**config.mk**
```make
export PLATFORM = sky130hd
export DESIGN_NAME = audio_serial_rx
export DESIGN_NICKNAME = d
export VERILOG_FILES = /design/src/rtl/aud_rx_pkg.sv /design/src/rtl/aud_rx_sync.sv /design/src/rtl/aud_rx_framer.sv /design/src/rtl/aud_rx_lane.sv /design/src/rtl/aud_rx_emit.sv /design/src/rtl/audio_serial_rx.sv
export SDC_FILE = /design/constraint.sdc
export NUM_CORES = 1
export LEC_CHECK = 0
export CORE_MARGIN = 8
export CORE_UTILIZATION = 50
export DETAILED_ROUTE_END_ITERATION = 7
export PLACE_DENSITY_LB_ADDON = 0.08
export SYNTH_ARGS = -nofsm -noshare
export SYNTH_HDL_FRONTEND = slang
export SYNTH_SLANG_ARGS = --single-unit
```
**constraint.sdc**
```tcl
create_clock -name clk_i -period 6.5 [get_ports clk_i]
set_clock_uncertainty 0.1 [all_clocks]
set_input_delay 0.65 -clock clk_i [delete_from_list [all_inputs] [get_ports clk_i]]
set_output_delay 0.65 -clock clk_i [all_outputs]
set_load 0.05 [all_outputs]
```
**src/rtl/aud_rx_pkg.sv**
```systemverilog
package aud_rx_pkg;

  typedef enum logic [1:0] {
    MODE_I2S = 2'd0,
    MODE_LJ  = 2'd1,
    MODE_RJ  = 2'd2,
    MODE_TDM = 2'd3
  } fmt_e;

  // right-justified word length select
  function automatic int unsigned rj_word_bits(input logic [1:0] wl);
    case (wl)
      2'd0:    return 24;
      2'd1:    return 20;
      2'd2:    return 18;
      default: return 16;
    endcase
  endfunction

endpackage

```
**src/rtl/aud_rx_sync.sv**
```systemverilog
module aud_rx_sync #(
  parameter int unsigned W = 6
) (
  input  logic         clk_i,
  input  logic         rst_ni,
  input  logic [W-1:0] d_i,
  output logic [W-1:0] q_o
);

  logic [W-1:0] meta_q;

  always_ff @(posedge clk_i or negedge rst_ni) begin
    if (!rst_ni) begin
      meta_q <= '0;
      q_o    <= '0;
    end else begin
      meta_q <= d_i;
      q_o    <= meta_q;
    end
  end

endmodule

```
**src/rtl/aud_rx_framer.sv**
```systemverilog
module aud_rx_framer
  import aud_rx_pkg::*;
#(
  parameter int unsigned SLOT_BITS = 32,
  parameter int unsigned TDM_SLOTS = 8,
  parameter int unsigned SAMPLE_W  = 24,
  parameter int unsigned CH_W      = 3
) (
  input  logic                        clk_i,
  input  logic                        rst_ni,
  input  logic                        bclk_i,
  input  logic                        lrclk_i,
  input  logic [1:0]                  mode_i,
  input  logic [1:0]                  wlen_i,
  output logic                        wr_o,
  output logic                        first_o,
  output logic [$clog2(SAMPLE_W)-1:0] bitpos_o,
  output logic                        done_o,
  output logic [CH_W-1:0]             chan_base_o,
  output logic                        tdm_o
);

  localparam int unsigned POS_W = $clog2(SLOT_BITS);
  localparam int unsigned CNT_W = $clog2(SLOT_BITS * TDM_SLOTS);
  localparam int unsigned OW    = POS_W + 1;
  localparam int unsigned BP_W  = $clog2(SAMPLE_W);
  localparam logic [CNT_W-1:0] CNT_MAX = CNT_W'(SLOT_BITS * TDM_SLOTS - 1);

  logic             bclk_q, lr_prev, primed, locked;
  logic             bit_ev, is_tdm, start, in_half, win, last, right;
  logic [CNT_W-1:0] cnt, idx;
  logic [POS_W-1:0] in_slot;
  logic [CNT_W-POS_W-1:0] slot;
  logic [OW-1:0]    off, wbits, rel, bp_full;

  always_comb begin
    bit_ev = bclk_i & ~bclk_q;
    is_tdm = (mode_i == MODE_TDM);
    // framing point: any level change in stereo, rising edge in TDM
    start  = primed & (is_tdm ? (lrclk_i & ~lr_prev) : (lrclk_i ^ lr_prev));
    if (start)               idx = '0;
    else if (cnt == CNT_MAX) idx = cnt;
    else                     idx = cnt + 1'b1;
    in_slot = idx[POS_W-1:0];
    slot    = idx[CNT_W-1:POS_W];
    in_half = is_tdm | (idx < CNT_W'(SLOT_BITS));
    wbits   = (mode_i == MODE_RJ) ? OW'(rj_word_bits(wlen_i)) : OW'(SAMPLE_W);
    case (fmt_e'(mode_i))
      MODE_I2S: off = OW'(1);
      MODE_RJ:  off = OW'(SLOT_BITS) - wbits;
      default:  off = '0;
    endcase
    rel     = {1'b0, in_slot} - off;
    win     = in_half && ({1'b0, in_slot} >= off) && (rel < wbits);
    last    = (rel == wbits - 1'b1);
    bp_full = OW'(SAMPLE_W - 1) - rel;
    right   = (mode_i == MODE_I2S) ? lrclk_i : ~lrclk_i;
    wr_o     = bit_ev & (locked | start) & win;
    first_o  = (rel == '0);
    bitpos_o = bp_full[BP_W-1:0];
    tdm_o    = is_tdm;
  end

  always_ff @(posedge clk_i or negedge rst_ni) begin
    if (!rst_ni) begin
      bclk_q      <= 1'b0;
      lr_prev     <= 1'b0;
      primed      <= 1'b0;
      locked      <= 1'b0;
      cnt         <= CNT_MAX;
      done_o      <= 1'b0;
      chan_base_o <= '0;
    end else begin
      bclk_q <= bclk_i;
      done_o <= wr_o & last;
      if (wr_o && last) chan_base_o <= is_tdm ? CH_W'(slot) : CH_W'(right);
      if (bit_ev) begin
        lr_prev <= lrclk_i;
        primed  <= 1'b1;
        cnt     <= idx;
        locked  <= locked | start;
      end
    end
  end

endmodule

```
**src/rtl/aud_rx_lane.sv**
```systemverilog
module aud_rx_lane #(
  parameter int unsigned SAMPLE_W = 24
) (
  input  logic                        clk_i,
  input  logic                        rst_ni,
  input  logic                        wr_i,
  input  logic                        first_i,
  input  logic [$clog2(SAMPLE_W)-1:0] bitpos_i,
  input  logic                        bit_i,
  output logic [SAMPLE_W-1:0]         word_o
);

  always_ff @(posedge clk_i or negedge rst_ni) begin
    if (!rst_ni) begin
      word_o <= '0;
    end else if (wr_i) begin
      // first bit clears the padding left from the previous word
      if (first_i) word_o <= '0;
      word_o[bitpos_i] <= bit_i;
    end
  end

endmodule

```
**src/rtl/aud_rx_emit.sv**
```systemverilog
module aud_rx_emit #(
  parameter int unsigned LANES    = 4,
  parameter int unsigned SAMPLE_W = 24,
  parameter int unsigned CH_W     = 3
) (
  input  logic                           clk_i,
  input  logic                           rst_ni,
  input  logic                           done_i,
  input  logic                           tdm_i,
  input  logic [CH_W-1:0]                chan_base_i,
  input  logic [LANES-1:0][SAMPLE_W-1:0] words_i,
  output logic [SAMPLE_W-1:0]            sample_o,
  output logic                           valid_o,
  output logic [CH_W-1:0]                chan_o
);

  localparam int unsigned SEL_W = (LANES > 1) ? $clog2(LANES) : 1;

  logic [LANES-1:0][SAMPLE_W-1:0] hold;
  logic [LANES-1:0]               pend;
  logic [CH_W-1:0]                base;
  logic                           tdm_q, any;
  logic [SEL_W-1:0]               sel;

  always_comb begin
    any = |pend;
    sel = '0;
    for (int k = LANES - 1; k >= 0; k--) begin
      if (pend[k]) sel = SEL_W'(k);
    end
  end

  always_ff @(posedge clk_i or negedge rst_ni) begin
    if (!rst_ni) begin
      hold     <= '0;
      pend     <= '0;
      base     <= '0;
      tdm_q    <= 1'b0;
      sample_o <= '0;
      valid_o  <= 1'b0;
      chan_o   <= '0;
    end else if (done_i) begin
      hold    <= words_i;
      pend    <= tdm_i ? LANES'(1) : '1;
      base    <= chan_base_i;
      tdm_q   <= tdm_i;
      valid_o <= 1'b0;
    end else if (any) begin
      sample_o  <= hold[sel];
      chan_o    <= tdm_q ? base : (CH_W'({sel, 1'b0}) | CH_W'(base[0]));
      valid_o   <= 1'b1;
      pend[sel] <= 1'b0;
    end else begin
      valid_o <= 1'b0;
    end
  end

endmodule

```
**src/rtl/audio_serial_rx.sv**
```systemverilog
module audio_serial_rx
  import aud_rx_pkg::*;
#(
  parameter int unsigned LANES     = 4,
  parameter int unsigned SAMPLE_W  = 24,
  parameter int unsigned SLOT_BITS = 32,
  parameter int unsigned TDM_SLOTS = 8
) (
  input  logic                 clk_i,
  input  logic                 rst_ni,
  input  logic                 bclk_i,
  input  logic                 lrclk_i,
  input  logic [LANES-1:0]     sdata_i,
  input  logic [1:0]           mode_i,
  input  logic [1:0]           wlen_i,
  output logic [SAMPLE_W-1:0]  sample_o,
  output logic                 valid_o,
  output logic [$clog2((2*LANES > TDM_SLOTS) ? 2*LANES : TDM_SLOTS)-1:0] chan_o
);

  localparam int unsigned CH_W  = $clog2((2*LANES > TDM_SLOTS) ? 2*LANES : TDM_SLOTS);
  localparam int unsigned BP_W  = $clog2(SAMPLE_W);
  localparam int unsigned SYN_W = LANES + 2;

  logic [SYN_W-1:0]               syn_q;
  logic                           wr, first, done, tdm;
  logic [BP_W-1:0]                bitpos;
  logic [CH_W-1:0]                chan_base;
  logic [LANES-1:0][SAMPLE_W-1:0] words;

  aud_rx_sync #(.W(SYN_W)) i_sync (
    .clk_i  (clk_i),
    .rst_ni (rst_ni),
    .d_i    ({sdata_i, lrclk_i, bclk_i}),
    .q_o    (syn_q)
  );

  aud_rx_framer #(
    .SLOT_BITS (SLOT_BITS),
    .TDM_SLOTS (TDM_SLOTS),
    .SAMPLE_W  (SAMPLE_W),
    .CH_W      (CH_W)
  ) i_framer (
    .clk_i       (clk_i),
    .rst_ni      (rst_ni),
    .bclk_i      (syn_q[0]),
    .lrclk_i     (syn_q[1]),
    .mode_i      (mode_i),
    .wlen_i      (wlen_i),
    .wr_o        (wr),
    .first_o     (first),
    .bitpos_o    (bitpos),
    .done_o      (done),
    .chan_base_o (chan_base),
    .tdm_o       (tdm)
  );

  for (genvar g = 0; g < LANES; g++) begin : g_lane
    aud_rx_lane #(.SAMPLE_W(SAMPLE_W)) i_lane (
      .clk_i    (clk_i),
      .rst_ni   (rst_ni),
      .wr_i     (wr),
      .first_i  (first),
      .bitpos_i (bitpos),
      .bit_i    (syn_q[2+g]),
      .word_o   (words[g])
    );
  end

  aud_rx_emit #(
    .LANES    (LANES),
    .SAMPLE_W (SAMPLE_W),
    .CH_W     (CH_W)
  ) i_emit (
    .clk_i       (clk_i),
    .rst_ni      (rst_ni),
    .done_i      (done),
    .tdm_i       (tdm),
    .chan_base_i (chan_base),
    .words_i     (words),
    .sample_o    (sample_o),
    .valid_o     (valid_o),
    .chan_o      (chan_o)
  );

endmodule

```
==> results <==
- Dividing the synthesized area by the synthesized cell count gives 12.7 um^2.
- Compared with the post-synthesis result, the final layout area differs by 14.3%.
- The number of cells on the worst reg-to-reg path is 17.
- Dividing the final minimum period by the clock period gives 0.809.
- The worst hold path belongs to the class in -> async.
- Setup repair after global routing left no endpoint under its margin.
- The clock network latency to the later pin of the worst-skew pair is 0.53 ns.
- The part of the total power dissipated in the clock network is 0.355.
- After global routing the overflow that remains totals 0.
- Detailed routing inserted a total of 7,153 vias.
- The combinational group share of total power is 0.220.
- After synthesis the netlist holds a flip-flop and latch count of 256.
- The die area is 27,000 um^2.
- Final hold analysis gives a worst-case slack of 0.109 ns.
- Of all nets on the critical path, the largest fanout is 15.
- The initial antenna violation count is 0.
- The number of sinks driven by the clock tree is 256.
- No sink is reached through more buffers than the 3 on the longest clock path.
- The floorplan has 54 rows.
- The max-slew violation count is 0.
- The first global-routing pass estimated 42,500 um of wire.
- The power per cell area is 363 nW/um^2.
- The internal power of the cells totals 0.00316 W.
- The floorplan step defined a core boundary enclosing 21,700 um^2.
- The routed wire length is 25,800 um.
- For the pin with the worst max-slew slack, the measured transition is 1.15 ns.
- The worst pin sits at a relative slew slack of 0.228.
- The endpoint of the lowest-slack register-to-register path is g_lane[2].i_lane.word_o[5].
- The final hold violation count came to 0.
- In this run the count of I/O pins placed on the die edge is 40.
- After clock tree synthesis, the setup repair step added 0 buffers.
- The warning count from the yosys run is 0.
- Synthesis produced a netlist whose cell count is 868.
- After detailed routing, the average wire length per cell comes to 21.6 um.
- For this run, the leading register cell type out of synthesis is sky130_fd_sc_hd__dfrtp_1.
- For this run, the slowest stage of the critical path takes 0.97 ns.
- The via count of the first global-routing pass is 7,640.
- In this run the cell area of the synthesized design comes to 11,000 um^2.
- The overall global routing resource usage is 0.199.
- The summed negative setup slack over all endpoints is 0 ns.
- The height of the die is 164 um.
- The cell with the largest stage delay on the worst path is sky130_fd_sc_hd__or4_1.
- The CTS tree is built.
- In this run, synthesis inferred 0 flip-flops with an integrated enable.
- Hold repair after CTS inserted 0 buffers.
- Summed over all cells, the static leakage comes to 5.75 nW.
- The number of diodes is 0.
- Clock tree synthesis selected as its root buffer the cell sky130_fd_sc_hd__clkbuf_16.
- The pin count of the biggest net entering global routing is 141.
- The required time at the endpoint of the critical path is 6.86 ns.
- The die is 164 um wide.
- In this run the number of H-tree levels came out at 1.
- The final HPWL from detailed placement is 16,100 um.
- STA classifies the critical path startpoint as a primary input.
- The post-route standard cell area excluding fillers is 12,600 um^2.
- The total power after layout is 0.00457 W.
- The type of destination of the critical path is a flip-flop.
- After the last flow step, the layout net total stands at 920.
- The final weighted congestion of routability-driven global placement is 0.793.
- The first detailed-routing pass ran for 6 iterations.
- The worst-case IR drop observed on VDD is 0.000221 V.
- For this block, the initial DRC count from the detailed router was 578.
- On the critical path the largest part of the delay comes from simple AND/OR/NAND/NOR gates.
- By startpoint and endpoint, the worst setup path is classified as in -> reg.
- In the routed design, unresolved DRC markers number 0.
- The arrival time of the worst setup path is 5.62 ns.
- After clock tree synthesis, the repair step resized 0 gates.
- The number of buffers inserted during clock tree synthesis is 27.
- The number of nets with antenna violations after routing is 0.
- The minimum setup slack among reg-to-reg paths is 1.29 ns.
- Synthesis produced a netlist with a net count of 892.
- The startpoint of the lowest-slack register-to-register path is i_framer.cnt[0].
- The sequential-to-total area share from yosys stat is 0.584.
- Setup violations remaining at the end of the flow were counted as 0.
- The switching portion of total power is 0.309.
- The initial utilization of the core area, before any placement, comes to 0.507.
- The flow ran to the end, and the final reports show no timing, DRC or antenna violations.
- Using the TritonRoute via totals, the vias-per-cell ratio works out to 5.98.
- The number of buffers inserted by port buffering is 39.
- The post-synthesis cell type count is 62.
- Static timing analysis puts the maximum clock frequency at 190 MHz.
- The number of buffers and inverters on the critical path is 2.
- At the placement stage, the worst setup path has a slack of 0.727 ns.
- The number of max-cap violations is 0.
- The placed instances occupy a cell area of 11,600 um^2.
- For this run, asynchronously set or reset flops after synthesis account for 1.00.
- Of the total power, registers draw 0.426.
- Counting I/O delays and the setup requirement, the final critical path takes 5.26 ns.
- Clock-pin slew was measured on the worst setup and hold paths at 0.06 ns.
- The most numerous cell type found on the critical path is sky130_fd_sc_hd__ha_1.
- For this design the total switching power over the nets is 0.00141 W.
- The final setup slack of the worst path is 1.24 ns.
- The critical path goes through clkdlybuf4s50_1 -> nor2b_1 -> nand3b_1 -> ha_1 -> nand2_1 -> ha_1 -> xor2_2 -> clkinv_1 -> ha_1 -> nor2b_1 -> o21a_1 -> o22ai_1 -> a22oi_1 -> or4_1 -> nor2_4 -> a22o_1.
- In the final layout, the share of cells above drive strength 1 is 0.246.
[cells in the mapped netlist (3+ instances only)]
cell,number,area share
sky130_fd_sc_hd__dfrtp_1,248,0.56
sky130_fd_sc_hd__mux2_2,129,0.13
sky130_fd_sc_hd__o21ai_0,64,0.029
sky130_fd_sc_hd__nand2_1,57,0.019
sky130_fd_sc_hd__a22o_1,50,0.040
sky130_fd_sc_hd__nor2_1,44,0.015
sky130_fd_sc_hd__a21oi_1,38,0.017
sky130_fd_sc_hd__clkbuf_1,36,0.012
sky130_fd_sc_hd__a222oi_1,24,0.022
sky130_fd_sc_hd__o2bb2ai_1,23,0.018
sky130_fd_sc_hd__ha_1,11,0.013
sky130_fd_sc_hd__inv_1,9,0.0031
sky130_fd_sc_hd__nand3_1,9,0.0041
sky130_fd_sc_hd__dfstp_2,8,0.019
sky130_fd_sc_hd__nor3_1,8,0.0036
sky130_fd_sc_hd__nor3_4,8,0.012
sky130_fd_sc_hd__xnor2_1,8,0.0064
sky130_fd_sc_hd__nand2b_1,7,0.0040
sky130_fd_sc_hd__and3_1,5,0.0028
sky130_fd_sc_hd__buf_1,5,0.0017
sky130_fd_sc_hd__nand3b_1,5,0.0034
sky130_fd_sc_hd__nor2b_1,5,0.0028
sky130_fd_sc_hd__buf_2,4,0.0018
sky130_fd_sc_hd__o21ai_1,4,0.0018
sky130_fd_sc_hd__a21o_1,3,0.0020
sky130_fd_sc_hd__and4_1,3,0.0024
sky130_fd_sc_hd__buf_4,3,0.0020
sky130_fd_sc_hd__buf_6,3,0.0031
sky130_fd_sc_hd__mux2_4,3,0.0041
sky130_fd_sc_hd__mux2i_1,3,0.0027
sky130_fd_sc_hd__nor2_4,3,0.0031
[final cells by class]
cell class              instances  area [um^2]
fillers                      1745         9120
flip-flops and latches        256         6420
multi-input cells             550         4330
clock buffers                  41          798
repair buffers                 50          478
well taps                     280          350
clock inverters                 8          144
inverters                      11         41.3
[cells in the final DEF (no fill, tap or decap), types with 9 or more instances in the layout]
master                            instances
sky130_fd_sc_hd__nand3_1                  9
sky130_fd_sc_hd__o21ai_0                 64
sky130_fd_sc_hd__a222oi_1                24
sky130_fd_sc_hd__dfrtp_1                247
sky130_fd_sc_hd__clkbuf_16               27
sky130_fd_sc_hd__clkdlybuf4s50_1         38
sky130_fd_sc_hd__a21oi_1                 37
sky130_fd_sc_hd__ha_1                    11
sky130_fd_sc_hd__buf_4                   11
sky130_fd_sc_hd__a22o_1                  50
sky130_fd_sc_hd__inv_1                    9
sky130_fd_sc_hd__mux2_2                 129
sky130_fd_sc_hd__nand2_1                 57
sky130_fd_sc_hd__nor2_1                  43
sky130_fd_sc_hd__o2bb2ai_1               23
[metrics by stage]
| stage | cells | utilization |
|---|---|---|
| floorplan | 868 | - |
| global placement | 1147 | 0.536 |
| detailed placement | 1147 | 0.536 |
| CTS | 1196 | 0.579 |
| global route | 1196 | 0.579 |
| finish | 1196 | 0.579 |
[how the worst max path moves through the flow]
stage / startpoint / to / slack (ns) / cells past startpoint
2_1_floorplan: i_sync.q_o[1] / g_lane[0].i_lane.word_o[18] / 2.00 / 19
3_3_place_gp: mode_i[1] / g_lane[2].i_lane.word_o[1] / 0.88 / 16
3_5_place_dp: mode_i[1] / g_lane[2].i_lane.word_o[5] / 0.73 / 16
4_1_cts: mode_i[1] / g_lane[2].i_lane.word_o[5] / 1.27 / 16
5_1_grt: mode_i[1] / g_lane[3].i_lane.word_o[13] / 0.84 / 16
6_report: mode_i[1] / g_lane[2].i_lane.word_o[5] / 1.24 / 16
[power by group through the flow]
stage	clock network, W	registers (W)	logic [W]
after floorplan	0	0.00211	0.000516
after global placement	0	0.00196	0.000988
after detailed placement	0	0.00197	0.00101
after CTS	0.00165	0.00194	0.00101
after global routing	0.00172	0.00197	0.00109
final	0.00162	0.00194	0.00100
[sequential cells by signal (all words and copies together), names as in the netlist, 4 cells and up]
register	cells
i_sync.meta_q	6
i_framer.cnt	8
i_sync.q_o	6
i_emit.hold	96
g_lane.i_lane.word_o	96
i_emit.pend	4
i_emit.sample_o	24
[per-layer routing]
layer / track usage / routed length, um / up-vias / share of wire
met1: 0.276 / 11800 / 3708 / 0.46
met4: 0.0380 / 329 / 0 / 0.013
met3: 0.0251 / 1150 / 34 / 0.045
met5: 0 / 0 / - / 0
met2: 0.331 / 12500 / 154 / 0.49
li1: - / - / 3257 / -
[cells by family after synthesis]
| group | share of synthesized area |
|---|---|
| compound gates | 0.144 |
| xor+xnor | 0.0116 |
| fa+ha+maj | 0.0143 |
| buf+inv | 0.0247 |
| flops | 0.584 |
| mux | 0.139 |
| simple gates | 0.0825 |
[worst reg2reg max path: stages (launching register included)]
cell and delay, ns:
sky130_fd_sc_hd__dfstp_2 0.57, sky130_fd_sc_hd__ha_1 0.22, sky130_fd_sc_hd__nand2_1 0.12, sky130_fd_sc_hd__nor2_1 0.28, sky130_fd_sc_hd__xnor2_1 0.17, sky130_fd_sc_hd__nand2b_1 0.09, sky130_fd_sc_hd__ha_1 0.22, sky130_fd_sc_hd__fa_1 0.42
sky130_fd_sc_hd__xor2_2 0.37, sky130_fd_sc_hd__clkinv_1 0.29, sky130_fd_sc_hd__ha_1 0.34, sky130_fd_sc_hd__nor2b_1 0.13, sky130_fd_sc_hd__o21a_1 0.16, sky130_fd_sc_hd__o22ai_1 0.13, sky130_fd_sc_hd__a22oi_1 0.12, sky130_fd_sc_hd__or4_1 0.97
sky130_fd_sc_hd__nor2_4 0.27, sky130_fd_sc_hd__a22o_1 0.16
Note: power is estimated with default switching activity, not from simulation.
